$ cat config.mk
export PLATFORM = sky130hd
export DESIGN_NAME = bf_fabric
export DESIGN_NICKNAME = d
export VERILOG_FILES = /design/src/rtl/bf_pkg.sv /design/src/rtl/bf_cmpx_stage.sv /design/src/rtl/bf_trap_pack.sv /design/src/rtl/bf_omega_stage.sv /design/src/rtl/bf_fabric.sv
export SDC_FILE = /design/constraint.sdc
export NUM_CORES = 2
export LEC_CHECK = 0
export ABC_AREA = 1
export BUFFER_PORTS_ARGS = -buffer_cell sky130_fd_sc_hd__buf_2
export CAP_MARGIN = 20
export CORE_ASPECT_RATIO = 1.2
export CORE_MARGIN = 2
export CORE_UTILIZATION = 35
export DETAILED_ROUTE_END_ITERATION = 10
export SYNTH_ARGS = -nofsm -noshare
export SYNTH_HDL_FRONTEND = slang
export SYNTH_SLANG_ARGS = --single-unit
$ cat constraint.sdc
create_clock -name clk -period 5.7 [get_ports clk]
set_clock_uncertainty 0.15 [all_clocks]
set_input_delay 1.14 -clock clk [delete_from_list [all_inputs] [get_ports clk]]
set_output_delay 1.14 -clock clk [all_outputs]
set_load 0.1 [all_outputs]
$ cat src/rtl/bf_pkg.sv
package bf_pkg;

    // Number of compare-exchange columns in a bitonic sorter of 2**logn lanes.
    function automatic int sort_cols(input int logn);
        return logn * (logn + 1) / 2;
    endfunction

    // Merge block size used by sort column s for n lanes.
    function automatic int cx_blk(input int n, input int s);
        int idx;
        int res;
        idx = 0;
        res = 2;
        for (int k = 2; k <= n; k = k * 2) begin
            for (int j = k / 2; j >= 1; j = j / 2) begin
                if (idx == s) res = k;
                idx = idx + 1;
            end
        end
        return res;
    endfunction

    // Partner distance used by sort column s for n lanes.
    function automatic int cx_dist(input int n, input int s);
        int idx;
        int res;
        idx = 0;
        res = 1;
        for (int k = 2; k <= n; k = k * 2) begin
            for (int j = k / 2; j >= 1; j = j / 2) begin
                if (idx == s) res = j;
                idx = idx + 1;
            end
        end
        return res;
    endfunction

endpackage

$ cat src/rtl/bf_cmpx_stage.sv
module bf_cmpx_stage #(
    parameter int N    = 8,
    parameter int AW   = 3,
    parameter int DW   = 8,
    parameter int BLK  = 2,
    parameter int DIST = 1
) (
    input  logic                   clk,
    input  logic                   rst_n,
    input  logic [N-1:0]           vld_i,
    input  logic [N-1:0][AW-1:0]   adr_i,
    input  logic [N-1:0][DW-1:0]   dat_i,
    output logic [N-1:0]           vld_o,
    output logic [N-1:0][AW-1:0]   adr_o,
    output logic [N-1:0][DW-1:0]   dat_o
);
    typedef struct packed {
        logic [N-1:0]         vld;
        logic [N-1:0][AW-1:0] adr;
        logic [N-1:0][DW-1:0] dat;
    } lane_t;

    lane_t st_d, st_q;

    // Empty lanes carry a key above every real destination.
    function automatic logic need_swap(input logic va, input logic [AW-1:0] aa,
                                       input logic vb, input logic [AW-1:0] ab,
                                       input logic up);
        logic [AW:0] ka;
        logic [AW:0] kb;
        ka = {~va, aa};
        kb = {~vb, ab};
        return up ? (ka > kb) : (ka < kb);
    endfunction

    always_comb begin
        st_d.vld = vld_i;
        st_d.adr = adr_i;
        st_d.dat = dat_i;
        for (int i = 0; i < N; i++) begin
            if ((i ^ DIST) > i) begin
                if (need_swap(vld_i[i], adr_i[i], vld_i[i ^ DIST], adr_i[i ^ DIST],
                              (i & BLK) == 0)) begin
                    st_d.vld[i]        = vld_i[i ^ DIST];
                    st_d.adr[i]        = adr_i[i ^ DIST];
                    st_d.dat[i]        = dat_i[i ^ DIST];
                    st_d.vld[i ^ DIST] = vld_i[i];
                    st_d.adr[i ^ DIST] = adr_i[i];
                    st_d.dat[i ^ DIST] = dat_i[i];
                end
            end
        end
    end

    always_ff @(posedge clk) begin
        if (!rst_n) begin
            st_q.vld <= '0;
        end else begin
            st_q <= st_d;
        end
    end

    assign vld_o = st_q.vld;
    assign adr_o = st_q.adr;
    assign dat_o = st_q.dat;

endmodule

$ cat src/rtl/bf_trap_pack.sv
module bf_trap_pack #(
    parameter int N   = 8,
    parameter int AW  = 3,
    parameter int DW  = 8,
    parameter int DCW = 4
) (
    input  logic                   clk,
    input  logic                   rst_n,
    input  logic [N-1:0]           vld_i,
    input  logic [N-1:0][AW-1:0]   adr_i,
    input  logic [N-1:0][DW-1:0]   dat_i,
    output logic [N-1:0]           vld_o,
    output logic [N-1:0][AW-1:0]   adr_o,
    output logic [N-1:0][DW-1:0]   dat_o,
    output logic [DCW-1:0]         drop_o
);
    typedef struct packed {
        logic [N-1:0]         vld;
        logic [N-1:0][AW-1:0] adr;
        logic [N-1:0][DW-1:0] dat;
        logic [DCW-1:0]       drop;
    } tp_t;

    tp_t trap_d, trap_q;
    tp_t pack_d, pack_q;
    logic [DCW-1:0] pos;

    // Trap: in a sorted slot duplicates sit side by side; the first survives.
    always_comb begin
        trap_d.adr    = adr_i;
        trap_d.dat    = dat_i;
        trap_d.vld[0] = vld_i[0];
        for (int i = 1; i < N; i++) begin
            trap_d.vld[i] = vld_i[i] &&
                            !(vld_i[i-1] && (adr_i[i-1] == adr_i[i]));
        end
        trap_d.drop = DCW'($countones(vld_i)) - DCW'($countones(trap_d.vld));
    end

    // Pack: survivors move to the lowest lanes, order kept.
    always_comb begin
        pack_d.vld  = '0;
        pack_d.adr  = '0;
        pack_d.dat  = '0;
        pack_d.drop = trap_q.drop;
        pos         = '0;
        for (int i = 0; i < N; i++) begin
            if (trap_q.vld[i]) begin
                pack_d.vld[pos[AW-1:0]] = 1'b1;
                pack_d.adr[pos[AW-1:0]] = trap_q.adr[i];
                pack_d.dat[pos[AW-1:0]] = trap_q.dat[i];
                pos = pos + 1'b1;
            end
        end
    end

    always_ff @(posedge clk) begin
        if (!rst_n) begin
            trap_q.vld  <= '0;
            trap_q.drop <= '0;
            pack_q.vld  <= '0;
            pack_q.drop <= '0;
        end else begin
            trap_q <= trap_d;
            pack_q <= pack_d;
        end
    end

    assign vld_o  = pack_q.vld;
    assign adr_o  = pack_q.adr;
    assign dat_o  = pack_q.dat;
    assign drop_o = pack_q.drop;

    function automatic logic sorted_ok(input logic [N-1:0] v, input logic [N-1:0][AW-1:0] a);
        logic ok;
        ok = 1'b1;
        for (int i = 0; i < N - 1; i++) begin
            if (!v[i] && v[i+1]) ok = 1'b0;
            if (v[i] && v[i+1] && (a[i] > a[i+1])) ok = 1'b0;
        end
        return ok;
    endfunction

    function automatic logic strictly_up(input logic [N-1:0] v, input logic [N-1:0][AW-1:0] a);
        logic ok;
        ok = 1'b1;
        for (int i = 0; i < N - 1; i++) begin
            if (v[i] && v[i+1] && (a[i] >= a[i+1])) ok = 1'b0;
        end
        return ok;
    endfunction


    sort_order_chk: assert property (@(posedge clk) disable iff (!rst_n)
        sorted_ok(vld_i, adr_i));


    pack_prefix_chk: assert property (@(posedge clk) disable iff (!rst_n)
        ((pack_q.vld & (pack_q.vld + 1'b1)) == '0));


    pack_unique_chk: assert property (@(posedge clk) disable iff (!rst_n)
        strictly_up(pack_q.vld, pack_q.adr));


    drop_sum_chk: assert property (@(posedge clk) disable iff (!rst_n)
        (32'($countones(trap_q.vld)) + 32'(trap_q.drop)) == 32'($past($countones(vld_i))));

endmodule

$ cat src/rtl/bf_omega_stage.sv
module bf_omega_stage #(
    parameter int N   = 8,
    parameter int AW  = 3,
    parameter int DW  = 8,
    parameter int BIT = 2
) (
    input  logic                   clk,
    input  logic                   rst_n,
    input  logic [N-1:0]           vld_i,
    input  logic [N-1:0][AW-1:0]   adr_i,
    input  logic [N-1:0][DW-1:0]   dat_i,
    output logic [N-1:0]           vld_o,
    output logic [N-1:0][AW-1:0]   adr_o,
    output logic [N-1:0][DW-1:0]   dat_o
);
    localparam int NE = N / 2;

    typedef struct packed {
        logic [N-1:0]         vld;
        logic [N-1:0][AW-1:0] adr;
        logic [N-1:0][DW-1:0] dat;
    } lane_t;

    lane_t st_d, st_q;
    logic [N-1:0]         sh_v;
    logic [N-1:0][AW-1:0] sh_a;
    logic [N-1:0][DW-1:0] sh_d;
    logic [NE-1:0]        clash;

    function automatic int rotl(input int i);
        return ((i << 1) | (i >> (AW - 1))) & (N - 1);
    endfunction

    // Perfect shuffle ahead of the element column.
    always_comb begin
        for (int i = 0; i < N; i++) begin
            sh_v[rotl(i)] = vld_i[i];
            sh_a[rotl(i)] = adr_i[i];
            sh_d[rotl(i)] = dat_i[i];
        end
    end

    // 2x2 elements: bit 0 goes to the upper port, bit 1 to the lower.
    always_comb begin
        st_d.vld = '0;
        st_d.adr = '0;
        st_d.dat = '0;
        for (int j = 0; j < NE; j++) begin
            clash[j] = sh_v[2*j] && sh_v[2*j+1] &&
                       (sh_a[2*j][BIT] == sh_a[2*j+1][BIT]);
            if (sh_v[2*j]) begin
                st_d.vld[2*j + int'(sh_a[2*j][BIT])] = 1'b1;
                st_d.adr[2*j + int'(sh_a[2*j][BIT])] = sh_a[2*j];
                st_d.dat[2*j + int'(sh_a[2*j][BIT])] = sh_d[2*j];
            end
            if (sh_v[2*j+1] && !clash[j]) begin
                st_d.vld[2*j + int'(sh_a[2*j+1][BIT])] = 1'b1;
                st_d.adr[2*j + int'(sh_a[2*j+1][BIT])] = sh_a[2*j+1];
                st_d.dat[2*j + int'(sh_a[2*j+1][BIT])] = sh_d[2*j+1];
            end
        end
    end

    always_ff @(posedge clk) begin
        if (!rst_n) begin
            st_q.vld <= '0;
        end else begin
            st_q <= st_d;
        end
    end

    assign vld_o = st_q.vld;
    assign adr_o = st_q.adr;
    assign dat_o = st_q.dat;


    elem_free_chk: assert property (@(posedge clk) disable iff (!rst_n)
        clash == '0);


    cell_keep_chk: assert property (@(posedge clk) disable iff (!rst_n)
        $countones(st_q.vld) == $past($countones(vld_i)));

endmodule

$ cat src/rtl/bf_fabric.sv
module bf_fabric #(
    parameter  int N   = 8,
    parameter  int DW  = 8,
    localparam int AW  = $clog2(N),
    localparam int DCW = $clog2(N + 1)
) (
    input  logic                   clk,
    input  logic                   rst_n,
    input  logic [N-1:0]           in_vld,
    input  logic [N-1:0][AW-1:0]   in_adr,
    input  logic [N-1:0][DW-1:0]   in_dat,
    output logic [N-1:0]           out_vld,
    output logic [N-1:0][DW-1:0]   out_dat,
    output logic [DCW-1:0]         out_drop
);
    localparam int NSORT = bf_pkg::sort_cols(AW);

    logic [N-1:0]         s_v [NSORT+1];
    logic [N-1:0][AW-1:0] s_a [NSORT+1];
    logic [N-1:0][DW-1:0] s_d [NSORT+1];
    logic [N-1:0]         b_v [AW+1];
    logic [N-1:0][AW-1:0] b_a [AW+1];
    logic [N-1:0][DW-1:0] b_d [AW+1];
    logic [DCW-1:0]       pk_drop;

    typedef struct packed {
        logic [AW-1:0][DCW-1:0] tap;
    } dly_t;

    dly_t dl_d, dl_q;

    assign s_v[0] = in_vld;
    assign s_a[0] = in_adr;
    assign s_d[0] = in_dat;

    for (genvar s = 0; s < NSORT; s++) begin : g_sort
        bf_cmpx_stage #(
            .N(N), .AW(AW), .DW(DW),
            .BLK(bf_pkg::cx_blk(N, s)), .DIST(bf_pkg::cx_dist(N, s))
        ) u_cx (
            .clk(clk), .rst_n(rst_n),
            .vld_i(s_v[s]),   .adr_i(s_a[s]),   .dat_i(s_d[s]),
            .vld_o(s_v[s+1]), .adr_o(s_a[s+1]), .dat_o(s_d[s+1])
        );
    end

    bf_trap_pack #(.N(N), .AW(AW), .DW(DW), .DCW(DCW)) u_tp (
        .clk(clk), .rst_n(rst_n),
        .vld_i(s_v[NSORT]), .adr_i(s_a[NSORT]), .dat_i(s_d[NSORT]),
        .vld_o(b_v[0]),     .adr_o(b_a[0]),     .dat_o(b_d[0]),
        .drop_o(pk_drop)
    );

    for (genvar t = 0; t < AW; t++) begin : g_route
        bf_omega_stage #(.N(N), .AW(AW), .DW(DW), .BIT(AW - 1 - t)) u_om (
            .clk(clk), .rst_n(rst_n),
            .vld_i(b_v[t]),   .adr_i(b_a[t]),   .dat_i(b_d[t]),
            .vld_o(b_v[t+1]), .adr_o(b_a[t+1]), .dat_o(b_d[t+1])
        );
    end

    // Drop count travels beside the routing stages.
    always_comb begin
        dl_d.tap[0] = pk_drop;
        for (int t = 1; t < AW; t++) begin
            dl_d.tap[t] = dl_q.tap[t-1];
        end
    end

    always_ff @(posedge clk) begin
        if (!rst_n) begin
            dl_q <= '0;
        end else begin
            dl_q <= dl_d;
        end
    end

    assign out_vld  = b_v[AW];
    assign out_dat  = b_d[AW];
    assign out_drop = dl_q.tap[AW-1];

    for (genvar p = 0; p < N; p++) begin : g_port_chk

        port_addr_chk: assert property (@(posedge clk) disable iff (!rst_n)
            out_vld[p] |-> (b_a[AW][p] == AW'(p)));
    end


    drop_range_chk: assert property (@(posedge clk) disable iff (!rst_n)
        (32'(out_drop) + 32'($countones(out_vld))) <= N);

endmodule

**After elaboration in Yosys (flattened, before gate mapping)**

Cells that the tools add are included.

- Reductions and logical operators: 100
- Magnitude comparators: 86
- Multiplexer cells: 391
- Add/subtract/negate cells: 39
- Equal/unequal tests: 19
- Bitwise operators: 82

Operator list:

| kind | number |
|---|---|
| 2-to-1 mux 96 bit | 28 |
| bitwise mux 64 bit | 28 |
| bitwise mux 24 bit | 28 |
| demux 8 bit (select 3 bit) | 25 |
| >= comparator 32 x 1 -> 1 bit (second input constant) | 18 |
| less-than comparator 32 x 5 -> 1 bit (second input constant) | 18 |
| 2-to-1 mux 8 bit | 56 |
| 2-to-1 mux 90 bit | 3 |
| demux 3 bit (select 3 bit) | 25 |
| AND 64 x 16 -> 64 bit | 3 |
| 2-to-1 mux 16 bit | 12 |
| OR 8 bit | 24 |
| 2-to-1 mux 3 bit | 61 |
| logical AND 1 bit | 81 |
| demux 1 bit (select 3 bit) | 25 |
| AND 24 x 6 -> 24 bit | 3 |
| greater-than comparator 4 bit | 18 |
| 2-to-1 mux 6 bit | 12 |
| 2-to-1 mux 1 bit | 57 |
| adder 3 x 1 -> 4 bit (first input constant) | 12 |
| demux 8 bit (select 1 bit) | 6 |
| inverter 1 bit | 48 |
| less-than comparator 1 x 4 -> 1 bit (second input constant) | 7 |
| 2-to-1 mux 2 bit | 13 |
| 18 further kinds | 106 |

- Register bits: 1052
- Logic and storage cells: 901
- Output and inout port bits: 76

**Depth between registers and ports, before layout**

- Depth in word-level cells: 20
- Depth in mapped cells: 30
- Depth with buffers taken out: 24

**Modules after synthesis**

A second synthesis with hierarchy kept.

- Cells, all modules: 6013
- Area total of the unflattened synthesis: 54270.8 um2

By module, submodules not included:

| module | area an instance (um2) | times used | cells an instance |
|---|---|---|---|
| bf_trap_pack | 13264.0 | 1 | 1842 |
| bf_cmpx_stage at g_sort[3].u_cx ... | 4662.0 | 2 | 485 |
| bf_omega_stage at g_route[1].u_om ... | 4035.1 | 2 | 402 |
| bf_cmpx_stage at g_sort[0].u_cx | 4767.1 | 1 | 473 |
| bf_cmpx_stage at g_sort[1].u_cx | 4759.6 | 1 | 473 |
| bf_cmpx_stage at g_sort[2].u_cx | 4697.0 | 1 | 473 |
| bf_cmpx_stage at g_sort[5].u_cx | 4667.0 | 1 | 485 |
| bf_omega_stage at g_route[0].u_om | 4380.5 | 1 | 456 |
| bf_fabric | 341.6 | 1 | 37 |

**Worst setup path after synthesis**

OpenSTA, ideal clock, no wires.

- Path kind: register to register
- Start point: register u_tp.trap_q[92] (netlist bit)
- End point: register u_tp.pack_q (netlist bit u_tp.adr_o[3]), data pin
- Setup time: 253 ps
- Buffers on the path: 6
- Arrival: 5328 ps
- Cell stages (with the launch flop): 30
- Required time: 5297 ps
- Path slack: -31 ps
- Cell sequence: dfxtp_1 clkbuf_1 inv_1 ha_1 nand2_2 clkinv_1 a21oi_1 ha_1 nand2_1 nand2_1 buf_2 buf_2 ha_1 or2_1 nand2_1 inv_2 buf_2 ha_1 nand2_1 nand2_1 clkbuf_1 ha_1 or2_2 nand2_1 inv_2 nor2_2 nand2_1 buf_2 nand2_1 nand2_1

RTL lines:

| what | line | text |
|---|---|---|
| start: declaration | bf_trap_pack.sv:24 | `tp_t trap_d, trap_q;` |
| start signal: assignment | bf_trap_pack.sv:64 | `trap_q <= trap_d;` |
| end signal: assignment | bf_trap_pack.sv:65 | `pack_q <= pack_d;` |
| end: declaration | bf_trap_pack.sv:25 | `tp_t pack_d, pack_q;` |

==> results.toml <==
[worst_setup_path]
cp.required_ps = 6030
cp-end-kind = "flip-flop"
worstPathMaxFanout = 13
startpoint_type = "flip-flop"
arrival_ps = 5460
critPathKind = "flip-flop to flip-flop"
regToRegSetupSlack_ps = 560
worst_r2r_endpoint = "u_tp.dat_o[13]"
r2r_cells = 23
r2r-start = "u_tp.trap_q[93]"

[floorplanning]
num_io_pins = 174
start_util_pct = 35.2
die_w_um = 348
die_area_um2 = 145000
core_um2 = 141000
fp.dieH_um = 417
rows = 151

[worst_hold_path]
worstHoldEndpoint = "u_tp.trap_q[50]"
hp-start = "g_sort[5].u_cx.dat_o[46]"
hp-class = "flip-flop to flip-flop"
whs_path_depth = 0

[pwr]
power.internal_mw = 16.9
seq_power_share_pct = 46.1
finalPower_mw = 26.7
p_switching_mw = 9.74
power_density_nw_per_um2 = 483
power_leakage_nw = 23.6
irDropWorstVdd_uv = 304
power_frac_comb_pct = 28.8
swShare_pct = 36.5
pwr-share-clk_pct = 25.0

[sta]
tns_ps = 0
maxSlewHeadroom_pct = 35.0
fmax_mhz = 195
final-hold-violation-count = 0
fin_crit_ps = 5140
slew_viol_final = 0
finalSetupViolCount = 0
worst_slew_pin_slew_ps = 973
post-route-period-util_pct = 90.1
rsz0062_at_grt = "no"

[finish]
final_common_cell = "nand2_1"
layout-drive-gt1-share_pct = 8.23
nets = 5556
nFillCells = 13900
insertedDiodeCount = 0
area_growth_pct = 11.0
layout_common_cells = "1648 x nand2_1, 920 x edfxtp_1, 636 x inv_1, 583 x o21ai_0, 233 x nand3_1"

[clock_network]
cts.sinks = 1028
h-tree-depth = 3
clockRootBuffer = "clkbuf_16"
cts_tree = "yes"
cts_buffers = 105
insertion_delay_ps = 730
clkTransAtPathRegs_ps = 70
hold_buffers = 0
cts_max_path_buffers = 3

[detailed_routing]
postRouteAntennaNets = 0
vias = 35300
wl_per_cell_um = 18.4
vias_per_cell = 4.86
drt_first_pass_iters = 6
drc_errors = 0
totalWireLength_um = 134000
first_iter_violations = 2623

[synth]
syn-num-nets = 5542
synth_edf_count = 920
ys_seq_area_share_pct = 59.9
synth_top_area_cell = "edfxtp_1"
synth_cells = 5311
yosysWarnings = 0
synth.distinct_cells = 43
ys_ff_latch = 1028
avgSynthCellArea_um2 = 9.36
async_reset_ff_share_pct = 0
synth-main-ff-cell = "edfxtp_1"
synth.area.top_cells = "edfxtp_1 56%, nand2_1 12%, o21ai_0 5.9%"
yosysTopAreaCellShare_pct = 55.6
netlist_area_um2 = 49700

[flow_run]
cap_violations = 0

[global_route]
grt_pass1_wl_um = 204000
grt_usage_pct = 18.3
grt_max_degree = 161
grt_pass1_vias = 34400
overflow = 0
grt_antenna_before_repair = 2

[placed_design]
port_buffers = 173
dpl.hpwl_um = 103000
gp_congestion = 1.01

[outcome]
outcome = "finished, final reports clean"
-- per-stage QoR --
step                instance area, um2  util, %  setup slack [ps]  instances  hold slack, ps
floorplan                        49700        -              53.1       5311             240
global placement                 51800     36.7               550       7054             244
detailed placement               51800     36.7               380       7054             252
CTS                              55200     39.1               395       7252             242
global route                     55200     39.1               141       7252             268
finish                           55200     39.1               565       7252             238
-- worst max-delay path: stages (launching register included) --
cell and delay [ps]:
dfxtp_1 420, inv_1 110, ha_1 240, nand2_2 90, clkinv_1 230, a21oi_1 230, ha_1 250, nand2_1 80
nand2_1 70, ha_1 290, or2_1 240, nand2_1 210, inv_2 70, ha_1 300, nand2_1 80, nand2_1 80
ha_1 290, or2_2 280, nand2_1 240, inv_2 120, nor2_4 290, nand2_1 300, nand2_1 180, nand2_1 70
-- power by group through the flow --
stage	sequential (mW)	clock [mW]	combinational (mW)
2_1_floorplan	11.7	0	5.27
3_3_place_gp	12.4	0	7.54
3_5_place_dp	12.5	0	7.72
4_1_cts	12.3	6.84	7.74
5_1_grt	12.5	7.12	8.78
6_report	12.3	6.67	7.68
-- registers in the layout, indices dropped and copies added, names as in the netlist --
signal / count
g_route.u_om.dat_o: 192
u_tp.dat_o: 64
g_route.u_om.vld_o: 24
g_route.u_om.adr_o: 24
u_tp.adr_o: 24
g_sort.u_cx.adr_o: 144
out_drop: 4
g_sort.u_cx.dat_o: 384
u_tp.pack_d: 4
u_tp.trap_q: 96
u_tp.drop_o: 4
dl_d: 8
u_tp.vld_o: 8
g_sort.u_cx.vld_o: 48
-- cells by family after synthesis --
family / count (synthesis) / share of synthesized area (%)
flops: 1028 / 59.9
simple gates: 2189 / 18.0
fa+ha+maj: 133 / 3.53
compound gates: 955 / 10.2
buf+inv: 1000 / 8.32
xor+xnor: 6 / 0.106
-- worst max-delay path by stage --
| stage | startpoint | end | depth (start not counted) |
|---|---|---|---|
| 3_3_place_gp | u_tp.trap_q[93] | u_tp.dat_o[10] | 23 |
| 4_1_cts | u_tp.trap_q[93] | u_tp.dat_o[13] | 23 |
| 5_1_grt | u_tp.trap_q[93] | u_tp.dat_o[22] | 22 |
| 2_1_floorplan | u_tp.trap_q[92] | u_tp.adr_o[3] | 29 |
| 6_report | u_tp.trap_q[93] | u_tp.dat_o[13] | 23 |
| 3_5_place_dp | u_tp.trap_q[93] | u_tp.dat_o[13] | 23 |
-- layout make-up --
class                      instances  area, um2  area share [%]
sequential                      1028      29800            54.0
multi-input combinational       3283      15800            28.7
clock buffer                     144       2900            5.24
inverter                         678       2540            4.61
tap                             1836       2300            4.16
timing repair buffer             229       1370            2.48
clock inverter                    54        478           0.866
-- cell usage after synthesis (3+ instances only) --
| library cell | instances |
|---|---|
| buf_4 | 75 |
| o2111ai_1 | 4 |
| clkbuf_2 | 8 |
| edfxtp_1 | 920 |
| o22ai_1 | 145 |
| o21ai_0 | 583 |
| nand2_1 | 1648 |
| o21a_1 | 6 |
| nor2_2 | 7 |
| nand4_1 | 91 |
| a21oi_1 | 197 |
| inv_2 | 16 |
| o211ai_1 | 4 |
| nor2_1 | 158 |
| clkbuf_1 | 164 |
| fa_1 | 12 |
| o21bai_1 | 6 |
| inv_1 | 637 |
| clkinv_1 | 25 |
| nand3_2 | 7 |
| a211oi_1 | 4 |
| nand2_2 | 7 |
| xor2_1 | 5 |
| ha_1 | 121 |
| buf_2 | 74 |
| nand3_1 | 233 |
| dfxtp_1 | 108 |
| nor3_1 | 10 |
| or2_2 | 7 |
| nor2_4 | 3 |
| nand3b_1 | 11 |
-- layer usage --
metal,vias up,global-route usage [%],wire length [um]
met5,-,0,0
met4,0,13.1,10700
met1,16100,18.9,48600
li1,17800,-,-
met3,389,2.63,5360
met2,1040,33.8,69100
-- what timing repair did --
item | in CTS | in global routing
buffers inserted | 0 | 0
endpoints found under the hold margin | 0 | 0
endpoints found under the setup margin | 0 | 11
resized for setup | 0 | 1
Power figures use the tool's default switching activity.
